--- src/rtl/pca_pkg.sv ---
package pca_pkg;

    localparam int PCA_ADDR_W = 12;
    localparam int PCA_NPORT  = 2;

    typedef enum logic [1:0] {
        LOSER_NONE = 2'd0,
        LOSER_A    = 2'd1,
        LOSER_B    = 2'd2
    } loser_e;

    typedef struct packed {
        logic match;
        logic a_fresh;
        logic b_fresh;
    } clash_t;

    // Decide who loses for the next cycle. A fresh B loses ties (A has priority).
    function automatic loser_e pick_loser(clash_t c, loser_e held);
        loser_e r;
        if (!c.match)            r = LOSER_NONE;
        else if (c.b_fresh)      r = LOSER_B;
        else if (c.a_fresh)      r = LOSER_A;
        else if (held == LOSER_NONE) r = LOSER_B;
        else                     r = held;
        return r;
    endfunction

endpackage

--- src/rtl/pca_arrival.sv ---
module pca_arrival #(
    parameter int AW = 12
) (
    input  logic          clk,
    input  logic          rst,
    input  logic          en,
    input  logic [AW-1:0] addr,
    output logic          fresh
);
    logic          prev_en;
    logic [AW-1:0] prev_addr;

    always_ff @(posedge clk) begin
        if (rst) begin
            prev_en   <= 1'b0;
            prev_addr <= '0;
        end else begin
            prev_en   <= en;
            prev_addr <= addr;
        end
    end

    assign fresh = en && !(prev_en && (prev_addr == addr));

    // A request that is held steady is never seen as a new arrival.
    assert_steady_not_fresh_R5: assert property (@(posedge clk) disable iff (rst)
        (!$past(rst) && en && $past(en) && $stable(addr)) |-> !fresh);

endmodule

--- src/rtl/pca_decide.sv ---
module pca_decide
    import pca_pkg::*;
#(
    parameter int AW = 12
) (
    input  logic          clk,
    input  logic          rst,
    input  logic          a_en,
    input  logic [AW-1:0] a_addr,
    input  logic          a_fresh,
    input  logic          b_en,
    input  logic [AW-1:0] b_addr,
    input  logic          b_fresh,
    output loser_e        loser
);
    clash_t c;
    loser_e loser_q;

    always_comb begin
        c.match   = a_en && b_en && (a_addr == b_addr);
        c.a_fresh = a_fresh;
        c.b_fresh = b_fresh;
    end

    always_ff @(posedge clk) begin
        if (rst) loser_q <= LOSER_NONE;
        else     loser_q <= pick_loser(c, loser_q);
    end

    assign loser = loser_q;

    assert_late_b_loses_R4: assert property (@(posedge clk) disable iff (rst)
        (c.match && b_fresh) |=> (loser_q == LOSER_B));

    assert_late_a_loses_R2: assert property (@(posedge clk) disable iff (rst)
        (c.match && a_fresh && !b_fresh) |=> (loser_q == LOSER_A));

    assert_release_R6: assert property (@(posedge clk) disable iff (rst)
        !c.match |=> (loser_q == LOSER_NONE));

    assert_hold_R5: assert property (@(posedge clk) disable iff (rst)
        (c.match && !a_fresh && !b_fresh && loser_q != LOSER_NONE) |=> $stable(loser_q));

endmodule

--- src/rtl/pca_wr_gate.sv ---
module pca_wr_gate (
    input  logic slave_mode,
    input  logic busy_drv_n,
    input  logic busy_in_n,
    input  logic en,
    input  logic wr,
    output logic wr_q
);
    logic blocked;

    always_comb begin
        blocked = slave_mode ? !busy_in_n : !busy_drv_n;
        wr_q    = wr && en && !blocked;
    end

endmodule

--- src/rtl/port_clash_arbiter.sv ---
module port_clash_arbiter
    import pca_pkg::*;
#(
    parameter int ADDR_W = PCA_ADDR_W
) (
    input  logic              clk,
    input  logic              rst,
    input  logic              slave_mode,
    input  logic              a_en,
    input  logic [ADDR_W-1:0] a_addr,
    input  logic              a_wr,
    input  logic              b_en,
    input  logic [ADDR_W-1:0] b_addr,
    input  logic              b_wr,
    input  logic              a_busy_in_n,
    input  logic              b_busy_in_n,
    output logic              a_busy_n,
    output logic              b_busy_n,
    output logic              a_wr_q,
    output logic              b_wr_q
);
    localparam int NP = PCA_NPORT;

    logic [NP-1:0]             en_v, wr_v, bin_v, fresh_v, drv_v, wq_v;
    logic [NP-1:0][ADDR_W-1:0] addr_v;
    loser_e                    loser;

    assign en_v   = {b_en, a_en};
    assign wr_v   = {b_wr, a_wr};
    assign bin_v  = {b_busy_in_n, a_busy_in_n};
    assign addr_v = {b_addr, a_addr};

    generate
        for (genvar p = 0; p < NP; p++) begin : g_port
            pca_arrival #(.AW(ADDR_W)) u_arr (
                .clk   (clk),
                .rst   (rst),
                .en    (en_v[p]),
                .addr  (addr_v[p]),
                .fresh (fresh_v[p])
            );

            pca_wr_gate u_gate (
                .slave_mode (slave_mode),
                .busy_drv_n (drv_v[p]),
                .busy_in_n  (bin_v[p]),
                .en         (en_v[p]),
                .wr         (wr_v[p]),
                .wr_q       (wq_v[p])
            );
        end
    endgenerate

    pca_decide #(.AW(ADDR_W)) u_decide (
        .clk     (clk),
        .rst     (rst),
        .a_en    (a_en),
        .a_addr  (a_addr),
        .a_fresh (fresh_v[0]),
        .b_en    (b_en),
        .b_addr  (b_addr),
        .b_fresh (fresh_v[1]),
        .loser   (loser)
    );

    assign drv_v[0] = (loser != LOSER_A);
    assign drv_v[1] = (loser != LOSER_B);

    assign a_busy_n = slave_mode | drv_v[0];
    assign b_busy_n = slave_mode | drv_v[1];
    assign a_wr_q   = wq_v[0];
    assign b_wr_q   = wq_v[1];

    assert_single_loser_R3: assert property (@(posedge clk) disable iff (rst)
        (a_busy_n || b_busy_n));

    assert_idle_no_busy_R1: assert property (@(posedge clk) disable iff (rst)
        !(a_en && b_en && a_addr == b_addr) |=> (a_busy_n && b_busy_n));

    assert_master_lock_a_R7: assert property (@(posedge clk) disable iff (rst)
        (!slave_mode && !a_busy_n) |-> !a_wr_q);

    assert_master_lock_b_R7: assert property (@(posedge clk) disable iff (rst)
        (!slave_mode && !b_busy_n) |-> !b_wr_q);

    assert_slave_lock_R8: assert property (@(posedge clk) disable iff (rst)
        slave_mode |-> ((a_busy_in_n || !a_wr_q) && (b_busy_in_n || !b_wr_q)));

endmodule

--- config.mk ---
export PLATFORM = sky130hd
export DESIGN_NAME = port_clash_arbiter
export DESIGN_NICKNAME = d
export VERILOG_FILES = /design/src/rtl/pca_pkg.sv /design/src/rtl/pca_arrival.sv /design/src/rtl/pca_decide.sv /design/src/rtl/pca_wr_gate.sv /design/src/rtl/port_clash_arbiter.sv
export SDC_FILE = /design/constraint.sdc
export NUM_CORES = 1
export LEC_CHECK = 0
export BUFFER_PORTS_ARGS = -buffer_cell sky130_fd_sc_hd__buf_4
export CAP_MARGIN = 20
export CORE_ASPECT_RATIO = 0.8
export CORE_UTILIZATION = 35
export DETAILED_ROUTE_END_ITERATION = 7
export GPL_TIMING_DRIVEN = 0
export HOLD_SLACK_MARGIN = 0.08
export REMOVE_ABC_BUFFERS = 1
export SETUP_SLACK_MARGIN = 0.2
export SLEW_MARGIN = 40
export SYNTH_ARGS = -nofsm -noshare
export SYNTH_HDL_FRONTEND = slang
export SYNTH_SLANG_ARGS = --single-unit
--- constraint.sdc ---
create_clock -name clk -period 1.6 [get_ports clk]
set_input_delay 0.48 -clock clk [delete_from_list [all_inputs] [get_ports clk]]
set_output_delay 0.48 -clock clk [all_outputs]
set_load 0.01 [all_outputs]
==> summary.txt <==
Worst setup slack after layout = 0.0101 ns
HPWL Detailed = 1870 um
RSZ-0062 raised after global routing = yes
Fraction of the yosys area taken by sequential cells = 46.1%
Count of unresolved DRC violations after routing = 0
Maximum number of pins on one net before global-route repair = 27
Area fraction of the dominant cell type after synthesis = 46.1%
Commonest cells post-synth = sky130_fd_sc_hd__dfxtp_1 (28), sky130_fd_sc_hd__nor2b_1 (26), sky130_fd_sc_hd__xnor2_1 (24)
Yosys Warn Count = 0
Cell taking the most area after synthesis = sky130_fd_sc_hd__dfxtp_1
Endpoint kind of the worst setup timing path = output pin
Worst setup skew after layout = 0.00252 ns
Drt wl/cell = 12.5 um
Global-route wire length before repair = 3960 um
Instance count along the most critical hold path = 2
DRC violation total after the first TritonRoute iteration = 4
TritonCTS clock tree = built
Reg-to-reg setup timing slack = 0.19 ns
Height of the die = 54.7 um
Final Wtd Congestion = 0.707
Number of routed nets with antenna violations = 0
Number of I/O port buffers = 36
Final wirelength = 2460 um
Prevailing post-synth register cell = sky130_fd_sc_hd__dfxtp_1
Fin. Hold Viols = 0
Share of power burned in combinational logic = 18.0%
Count of non-filler cells in the finished layout = 196
DRT Pass-1 Iters = 3
Skew-Pair Late Insertion Delay = 0.27 ns
Arrival time reported for the critical path endpoint = 1.11 ns
HP Class = input port to flip-flop
Highest clock frequency the design can meet = 629 MHz
Status = completed
Number of global-route vias before repair = 905
Ordered list of cells on the worst path = nand2b_4, nand2b_4, o2111a_1, buf_4
Sequential cell fraction of total power = 54.9%
Clock Path Buffers = 2
I/O pin total = 37
Number of cell rows = 18
Area share of xor/xnor cells in the synthesized design = 25.9%
Most numerous cell on the critical path = sky130_fd_sc_hd__nand2b_4
Share of the synthesized area in compound gates (AO/OA/AOI/OAI) = 3.40%
Routed via count = 907
Largest stage delay, worst path = 0.33 ns
Post-synthesis share of cell area spent on and, or, nand and nor gates = 23.7%
Dominant cell by count in the synthesized netlist = sky130_fd_sc_hd__dfxtp_1
Critical Path Fanout Max = 2
Die boundary width = 67.9 um
Pwr/cell area = 821 mW/mm^2
Total chip power = 1.36 mW
Number of failing setup endpoints in the final timing report = 0
Reg2Reg Depth = 5
Levels on crit path = 4
Main area contributors after synthesis = sky130_fd_sc_hd__dfxtp_1 (46%), sky130_fd_sc_hd__xnor2_1 (17%), sky130_fd_sc_hd__nor2b_1 (13%)
Synthesized area divided by synthesized cell count = 10.4 sq um
# placed instances = 191
Hold buffer count at cts = 0
WS Path Type = flip-flop to output pin
Bufs and invs on worst path = 1
Cell at the slowest stage of the critical path = sky130_fd_sc_hd__dfxtp_2
Total Die Area = 0.00372 sq mm
Ant. Diodes = 0
Global-route congestion overflow total = 0
Ratio of cells with drive above 1 in the final layout = 34.0%
Number of sinks handled by clock tree synthesis = 28
Total leakage power = 0.657 nW
Effective utilization at floorplan = 38.0%
Worst Setup Slack post-DPL = -0.191 ns
Worst vdd ir = 0.589 mV
Proportion of total power due to net switching = 23.5%
Count of mapped cells out of synthesis = 117
Number of enable-type register cells in the synthesized netlist = 0
Post-synth cell types = 20
Switching power of the nets = 0.319 mW
Nets = 191
Final Slew Violations = 0
Transition time at the pin with the least slew margin = 0.335 ns
CTS buffer count = 3
Relative slew margins = 77.4%
Number of register bits inferred by synthesis = 28
Critical path's top delay family = flip-flops
H-tree depth = 1
Antenna violations before repair = 0
Area of the core = 0.00320 sq mm
Proportion of synthesized flip-flops having asynchronous set or reset = 0%
Max capacitance violation total = 0
All-Layer GR Usage = 15.0%
Total internal power = 1.04 mW
CP required = 1.12 ns
Share of synthesized cell area in full adder, half adder and majority cells = 0%
Proportion of power drawn by the clock network = 27.1%
CTS root buf = sky130_fd_sc_hd__clkbuf_8
Area of the mapped netlist = 0.00122 sq mm
Min Tclk post-route = 1.59 ns
Clk pin slew, worst setup/hold paths = 0.09 ns
Share of cell area taken by muxes after synthesis = 0%
Crit start category = flip-flop
Ratio of routed vias to standard cells = 4.63
Area Growth Syn to Fin = 36.1%
Main combinational cell family by area after synthesis = XOR/XNOR gates
Share of the clock period used by the worst path after layout = 99.4%
[path summary, 6_finish.rpt]
path | start | end
worst max-delay path | u_decide.loser[1] | a_wr_q
worst min-delay path | b_addr[2] | g_port[1].u_arr.prev_addr[2]
worst max register to register | g_port[0].u_arr.prev_addr[3] | u_decide.loser[0]
worst min register to register | u_decide.loser[0] | u_decide.loser[1]
[repair_timing]
action	4_1_cts	5_1_grt
endpoints found under the setup margin	6	6
buffers inserted	1	1
resized for setup	10	4
pin swaps	3	3
cloned	0	0
[registers in the layout, indices dropped and copies added, names as in the netlist]
register	flops
g_port.u_arr.prev_en	2
u_decide.loser	2
g_port.u_arr.prev_addr	24
[logic make-up after synthesis]
group,count (synthesis)
DFF,28
AOI/OAI and AO/OA,5
xor gates and xnor gates,36
buffers and inverters,3
and+or+nand+nor,45
[placed cells by master, fill, tap and decap left out]
master / count
sky130_fd_sc_hd__buf_4: 36
sky130_fd_sc_hd__nor2b_1: 26
sky130_fd_sc_hd__dfxtp_1: 26
sky130_fd_sc_hd__xnor2_1: 24
sky130_fd_sc_hd__xor2_1: 11
sky130_fd_sc_hd__nand4_1: 5
sky130_fd_sc_hd__nand3_1: 3
sky130_fd_sc_hd__clkbuf_8: 3
sky130_fd_sc_hd__nand2b_4: 2
sky130_fd_sc_hd__o2111a_1: 2
sky130_fd_sc_hd__nor4_2: 2
sky130_fd_sc_hd__nand2_1: 2
sky130_fd_sc_hd__dfxtp_2: 2
sky130_fd_sc_hd__inv_2: 1
sky130_fd_sc_hd__nand3b_1: 1
sky130_fd_sc_hd__and2b_1: 1
sky130_fd_sc_hd__nor4_1: 1
sky130_fd_sc_hd__o21ai_1: 1
sky130_fd_sc_hd__o41ai_2: 1
sky130_fd_sc_hd__xor2_4: 1
sky130_fd_sc_hd__or3_4: 1
sky130_fd_sc_hd__a21oi_2: 1
sky130_fd_sc_hd__nor3b_2: 1
sky130_fd_sc_hd__buf_6: 1
sky130_fd_sc_hd__buf_8: 1
[layer usage]
metal	part of all wire, %	GRT usage (%)	vias up
met5	0	0	-
met4	0.65	4.17	0
met3	5.9	3.75	2
met2	46	24.4	27
met1	47	19.6	418
li1	-	-	460
[cell type report]
type	count	area [sq um]
Sequential cell	28	563
Inverter	1	3.75
Timing Repair Buffer	38	297
Tap cell	40	50.0
Clock buffer	3	41.3
Multi-Input combinational cell	86	701
Fill cell	306	1540
[power groups by stage]
stage	sequential (mW)	clock (mW)	combinational, mW
global route	0.750	0.410	0.269
CTS	0.746	0.387	0.239
finish	0.746	0.368	0.245
global placement	0.761	0	0.226
detailed placement	0.762	0	0.230
floorplan	0.760	0	0.112
[through the flow]
| step | util [%] | TNS [ns] | hold WS, ns | area [sq um] |
|---|---|---|---|---|
| 3_5_place_dp | 47.8 | -0.322 | 0.557 | 1530 |
| 5_1_grt | 51.8 | -0.0545 | 0.446 | 1660 |
| 3_3_place_gp | 47.8 | -0.305 | 0.545 | 1530 |
| 2_1_floorplan | - | 0 | 0.520 | 1210 |
| 4_1_cts | 50.7 | 0 | 0.447 | 1620 |
| 6_report | 51.8 | 0 | 0.450 | 1660 |
No activity file was read; power rests on OpenSTA's default activity.
